`config.mk`:
```
export PLATFORM = sky130hd
export DESIGN_NAME = biased_pattern_reg
export DESIGN_NICKNAME = d
export VERILOG_FILES = /design/src/rtl/bpg_pkg.sv /design/src/rtl/bpg_ctrl.sv /design/src/rtl/bpg_lr_chain.sv /design/src/rtl/bpg_sr_chain.sv /design/src/rtl/biased_pattern_reg.sv
export SDC_FILE = /design/constraint.sdc
export NUM_CORES = 1
export LEC_CHECK = 0
export BUFFER_PORTS_ARGS = -buffer_cell sky130_fd_sc_hd__buf_2
export CORE_MARGIN = 5
export CORE_UTILIZATION = 50
export CTS_CLUSTER_DIAMETER = 50
export DETAILED_ROUTE_END_ITERATION = 7
export PLACE_DENSITY_LB_ADDON = 0.2
export SYNTH_ARGS = -nofsm -noshare
export SYNTH_HDL_FRONTEND = slang
export SYNTH_HIERARCHICAL = 1
export SYNTH_SLANG_ARGS = --single-unit
```
`constraint.sdc`:
```
create_clock -name clk -period 2.15 [get_ports clk]
set_input_delay 0.1075 -clock clk [delete_from_list [all_inputs] [get_ports clk]]
set_output_delay 0.1075 -clock clk [all_outputs]
set_load 0.01 [all_outputs]
```
`src/rtl/bpg_pkg.sv`:
```
package bpg_pkg;

  typedef enum logic [1:0] {
    MODE_GEN   = 2'b00,
    MODE_SHIFT = 2'b01,
    MODE_SIG   = 2'b10,
    MODE_LOAD  = 2'b11
  } bpgMode_e;

  typedef struct packed {
    logic loadEn;
    logic genEn;
    logic sigEn;
    logic shiftEn;
    logic fbFromSr;  // feedback source: shift-section tail instead of LR tail
    logic srFromF;   // shift-section head takes the biasing function
    logic invEn;     // stage inversions active
  } bpgCtrl_t;

endpackage

```
`src/rtl/bpg_ctrl.sv`:
```
module bpg_ctrl
  import bpg_pkg::*;
(
  input  logic [1:0] mode,
  output bpgCtrl_t   ctrl
);

  bpgMode_e modeSel;
  assign modeSel = bpgMode_e'(mode);

  always_comb begin
    ctrl = '0;
    unique case (modeSel)
      MODE_LOAD:  ctrl.loadEn  = 1'b1;
      MODE_GEN:   begin
        ctrl.genEn = 1'b1;
        ctrl.invEn = 1'b1;
      end
      MODE_SIG:   ctrl.sigEn   = 1'b1;
      MODE_SHIFT: ctrl.shiftEn = 1'b1;
      default:    ctrl.loadEn  = 1'b1;
    endcase
    ctrl.fbFromSr = mode[1];
    ctrl.srFromF  = (mode[1] == mode[0]);
  end

endmodule

```
`src/rtl/bpg_lr_chain.sv`:
```
module bpg_lr_chain
  import bpg_pkg::*;
#(
  parameter int                LR_LEN  = 6,
  parameter logic [LR_LEN-1:0] FB_MASK = 6'b010011
) (
  input  logic              clk,
  input  logic              rstN,
  input  bpgCtrl_t          ctrl,
  input  logic              serialIn,
  input  logic [LR_LEN-1:0] dIn,
  input  logic              srOut,
  output logic [LR_LEN-1:0] lrQ
);

  localparam int TOP = LR_LEN - 1;

  logic              lrOut;
  logic              fbBit;
  logic [LR_LEN-1:0] nxt;
  logic              unusedCtrl;

  assign lrOut      = lrQ[TOP];
  assign fbBit      = ctrl.fbFromSr ? srOut : lrOut;
  assign unusedCtrl = ^ctrl;

  for (genvar i = 0; i < LR_LEN; i++) begin : g_cell
    logic shiftIn;
    logic cellNxt;
    if (i == 0) begin : g_head
      assign shiftIn = serialIn;
    end else begin : g_body
      assign shiftIn = lrQ[i-1];
    end

    if (FB_MASK[i]) begin : g_fbCell
      always_comb begin
        if (ctrl.loadEn)       cellNxt = dIn[i];
        else if (ctrl.shiftEn) cellNxt = shiftIn;
        else if (ctrl.genEn)   cellNxt = shiftIn ^ fbBit;
        else                   cellNxt = shiftIn ^ fbBit ^ dIn[i];
      end
    end else begin : g_plainCell
      always_comb begin
        if (ctrl.loadEn)       cellNxt = dIn[i];
        else if (ctrl.shiftEn) cellNxt = shiftIn;
        else if (ctrl.genEn)   cellNxt = shiftIn;
        else                   cellNxt = shiftIn ^ dIn[i];
      end
    end
    assign nxt[i] = cellNxt;
  end

  always_ff @(posedge clk or negedge rstN) begin
    if (!rstN) lrQ <= '0;
    else       lrQ <= nxt;
  end


  lr_load_chk: assert property (@(posedge clk) disable iff (!rstN)
    ctrl.loadEn |=> lrQ == $past(dIn));


  lr_shift_chk: assert property (@(posedge clk) disable iff (!rstN)
    ctrl.shiftEn |=> lrQ == {$past(lrQ[TOP-1:0]), $past(serialIn)});


  lr_gen_head_chk: assert property (@(posedge clk) disable iff (!rstN)
    ctrl.genEn |=> lrQ[0] == ($past(serialIn) ^ $past(lrQ[TOP])));


  lr_sig_head_chk: assert property (@(posedge clk) disable iff (!rstN)
    ctrl.sigEn |=> lrQ[0] == ($past(serialIn) ^ $past(srOut) ^ $past(dIn[0])));

endmodule

```
`src/rtl/bpg_sr_chain.sv`:
```
module bpg_sr_chain
  import bpg_pkg::*;
#(
  parameter int                LR_LEN   = 6,
  parameter int                SR_LEN   = 8,
  parameter int                TAP0     = 1,
  parameter int                TAP1     = 3,
  parameter int                TAP2     = 5,
  parameter logic [7:0]        F_TABLE  = 8'b0001_0110,
  parameter logic [SR_LEN-1:0] INV_MASK = 8'b0100_1010
) (
  input  logic              clk,
  input  logic              rstN,
  input  bpgCtrl_t          ctrl,
  input  logic [LR_LEN-1:0] lrQ,
  input  logic [SR_LEN-1:0] dIn,
  output logic [SR_LEN-1:0] srQ
);

  localparam int TOP = SR_LEN - 1;

  logic [2:0]        fSel;
  logic              fOut;
  logic              headIn;
  logic              lrOut;
  logic [SR_LEN-1:0] nxt;
  logic              unusedCtrl;
  logic              unusedLr;

  assign lrOut      = lrQ[LR_LEN-1];
  assign fSel       = {lrQ[TAP2], lrQ[TAP1], lrQ[TAP0]};
  assign fOut       = F_TABLE[fSel];
  assign headIn     = ctrl.srFromF ? fOut : lrOut;
  assign unusedCtrl = ^ctrl;
  assign unusedLr   = ^lrQ;

  for (genvar j = 0; j < SR_LEN; j++) begin : g_cell
    logic shiftIn;
    logic cellNxt;
    if (j == 0) begin : g_head
      assign shiftIn = headIn;
    end else begin : g_body
      assign shiftIn = srQ[j-1];
    end

    if (INV_MASK[j]) begin : g_invCell
      always_comb begin
        if (ctrl.loadEn)       cellNxt = dIn[j];
        else if (ctrl.shiftEn) cellNxt = shiftIn;
        else if (ctrl.genEn)   cellNxt = shiftIn ^ ctrl.invEn;
        else                   cellNxt = shiftIn ^ dIn[j];
      end
    end else begin : g_plainCell
      always_comb begin
        if (ctrl.loadEn)       cellNxt = dIn[j];
        else if (ctrl.shiftEn) cellNxt = shiftIn;
        else if (ctrl.genEn)   cellNxt = shiftIn;
        else                   cellNxt = shiftIn ^ dIn[j];
      end
    end
    assign nxt[j] = cellNxt;
  end

  always_ff @(posedge clk or negedge rstN) begin
    if (!rstN) srQ <= '0;
    else       srQ <= nxt;
  end


  sr_gen_head_chk: assert property (@(posedge clk) disable iff (!rstN)
    ctrl.genEn |=> srQ[0] == (F_TABLE[$past(fSel)] ^ INV_MASK[0]));


  sr_gen_tail_chk: assert property (@(posedge clk) disable iff (!rstN)
    ctrl.genEn |=> srQ[TOP] == ($past(srQ[TOP-1]) ^ INV_MASK[TOP]));


  sr_sig_head_chk: assert property (@(posedge clk) disable iff (!rstN)
    ctrl.sigEn |=> srQ[0] == ($past(lrOut) ^ $past(dIn[0])));


  sr_shift_head_chk: assert property (@(posedge clk) disable iff (!rstN)
    ctrl.shiftEn |=> srQ[0] == $past(lrOut));

endmodule

```
`src/rtl/biased_pattern_reg.sv`:
```
module biased_pattern_reg
  import bpg_pkg::*;
#(
  parameter int                LR_LEN   = 6,
  parameter int                SR_LEN   = 8,
  parameter logic [LR_LEN-1:0] FB_MASK  = 6'b010011,
  parameter int                TAP0     = 1,
  parameter int                TAP1     = 3,
  parameter int                TAP2     = 5,
  parameter logic [7:0]        F_TABLE  = 8'b0001_0110,
  parameter logic [SR_LEN-1:0] INV_MASK = 8'b0100_1010,
  localparam int               WIDTH    = LR_LEN + SR_LEN
) (
  input  logic             clk,
  input  logic             rstN,
  input  logic [1:0]       mode,
  input  logic [WIDTH-1:0] dIn,
  input  logic             serialIn,
  output logic [WIDTH-1:0] q,
  output logic             serialOut
);

  bpgCtrl_t          ctrl;
  logic [LR_LEN-1:0] lrQ;
  logic [SR_LEN-1:0] srQ;

  bpg_ctrl u_ctrl (
    .mode (mode),
    .ctrl (ctrl)
  );

  bpg_lr_chain #(
    .LR_LEN  (LR_LEN),
    .FB_MASK (FB_MASK)
  ) u_lr (
    .clk      (clk),
    .rstN     (rstN),
    .ctrl     (ctrl),
    .serialIn (serialIn),
    .dIn      (dIn[LR_LEN-1:0]),
    .srOut    (srQ[SR_LEN-1]),
    .lrQ      (lrQ)
  );

  bpg_sr_chain #(
    .LR_LEN   (LR_LEN),
    .SR_LEN   (SR_LEN),
    .TAP0     (TAP0),
    .TAP1     (TAP1),
    .TAP2     (TAP2),
    .F_TABLE  (F_TABLE),
    .INV_MASK (INV_MASK)
  ) u_sr (
    .clk  (clk),
    .rstN (rstN),
    .ctrl (ctrl),
    .lrQ  (lrQ),
    .dIn  (dIn[WIDTH-1:LR_LEN]),
    .srQ  (srQ)
  );

  assign q         = {srQ, lrQ};
  assign serialOut = srQ[SR_LEN-1];


  reset_clear_chk: assert property (@(posedge clk) !rstN |-> q == '0);

endmodule

```
==> metrics <==
outcome=complete, no violations; Worst R2R Path Depth=4; Via Count=997; CP endpoint kind=flop; WL final=2520 µm; syn nets=141; Remaining DRCs=0; worst vdd ir=468 µV; Post-Synthesis Cell Area=1090 µm²; Arr. time, crit path=1.69 ns; clk sinks=14; fin worst setup slack=0.637 ns; Root Driver=clkbuf_4; grt total ovfl=0; design area=1310 µm²; Hold Path End=u_lr/lrQ[5]; Final Cycle Share=70.4%; area grow syn2layout=19.9%; HP Class=in2reg; R2R Path End=u_lr/lrQ[4]; initial antenna violation count=0; Crit Path Max Fanout=6; PortBufs=33; hold path start=dIn[5]; Rows=17; total track usage=16.5%; clock latency on the worst-skew pair=0.29 ns; starting utilization of the core area=50.8%; number of global-route vias before repair=997; Vias/cell=5.57; final setup violation count=0; Worst-path clk slew=0.10 ns; DR WL/cell=14.1 µm; Hold Slack=0.0587 ns; max frequency=0.661 GHz; Power Dens Cells=725 nW/µm²; htree depth=1; pre-CTS WS=0.444 ns; Hold Fails Final Rpt=0; die height=56.7 µm; Pre-antenna DRT Iters=4; WS Path Type=reg2reg; Final Non-Filler Cells=179; Critical R2R Launch=u_sr/srQ[7]; worst endpoint required time=2.33 ns; Layout Skew=0.00779 ns; R2R Setup Slk=0.64 ns; Final min period=1.51 ns; die area=3220 µm²; ratio of cells with drive above 1 in the final layout=33.1%; GP Congestion=0.781; Final nets=175; core area=2150 µm²; hpwl dp=1900 µm; dpl cell area=1260 µm²; # diodes=0; first-pass GRT wire length=4260 µm; clk buf depth=2; Chip Width=56.7 µm; Layout Utilization=61.0%; cts bufs inserted=3; Tot Pwr=0.950 mW; Leak Pwr=0.691 nW; Setup TNS Final=0 ns; pin count of the biggest net entering global routing=17; WHS Path Cells=2; remaining antenna violation count after routing=0; max-slew violation total from the final report=0; measured slew at the worst slew-check pin=0.602 ns; Ports=34; worst relative slew slack=59.9%; Cells after DPL=174; drt first-iter violations=23; Mean Syn Cell Area=9.26 µm²; RSZ-0062 raised after global routing=false; YS warnings=6; CTS tree=yes; CP Launch Type=flop; Cells after Synth=118; number of max-cap violations=0
[layout make-up]
cell class,instances,area (µm²)
clock buffers,4,36.3
fillers,208,838
inverters,10,37.5
multi-input cells,85,646
flip-flops and latches,14,350
well taps,28,35.0
repair buffers,38,205
[layer usage]
metal | up-vias | wire length, µm | global-route usage [%]
li1 | 493 | - | -
met1 | 476 | 1160 | 22.4
met2 | 26 | 1210 | 26.7
met3 | 2 | 143 | 2.99
met4 | 0 | 10 | 4.97
met5 | - | 0 | 0
[how the worst max path moves through the flow]
stage	to	slack (ns)	start	cells after the start
after detailed placement	u_lr/lrQ[1]	0.44	mode[1]	6
final	u_lr/lrQ[4]	0.64	u_sr/srQ[7]	4
after global routing	u_sr/srQ[3]	0.53	mode[1]	7
after CTS	u_lr/lrQ[4]	0.63	u_sr/srQ[7]	4
after floorplan	u_lr/lrQ[4]	0.58	u_lr/lrQ[5]	3
after global placement	u_lr/lrQ[1]	0.49	mode[1]	6
[critical path, cell delays in order (launching register included)]
cell	delay [ns]
dfrtp_1	0.43
mux2i_2	0.15
buf_4	0.19
mux2_2	0.35
a221o_1	0.29
[cell usage in the layout, fill, tap and decap left out, types with 2 or more instances in the layout]
cell type and instances:
dfrtp_1 14, nand2b_1 7, a211o_1 7, nand3_1 3, clkbuf_4 3, nand2_1 11, a221o_1 3, a21oi_1 4
mux2i_1 6, o21ai_0 2, o211ai_1 2, nor3_1 6, nor2_1 4, o311ai_1 3, buf_4 4, ha_1 4
a31o_2 3, buf_2 33, and3b_1 3, inv_1 10, nor4b_1 3, o21a_1 3
[power breakdown]
group | internal, mW | total (mW) | switching [mW] | leakage, nW
Sequential | 0.322 | 0.378 | 0.0563 | 0.168
Clock | 0.103 | 0.201 | 0.0981 | 0.0210
Combinational | 0.185 | 0.371 | 0.186 | 0.502
Total | 0.610 | 0.950 | 0.340 | 0.691
[sequential cells by signal, summed over array words and instances (netlist names)]
signal    cells
u_sr/srQ      8
u_lr/lrQ      6
[what timing repair did]
item	4_1_cts	5_1_grt
setup buffers	0	0
hold buffers	1	0
hold endpoints to repair	14	0
resized for setup	0	0
Note: power is estimated with default switching activity, not from simulation.
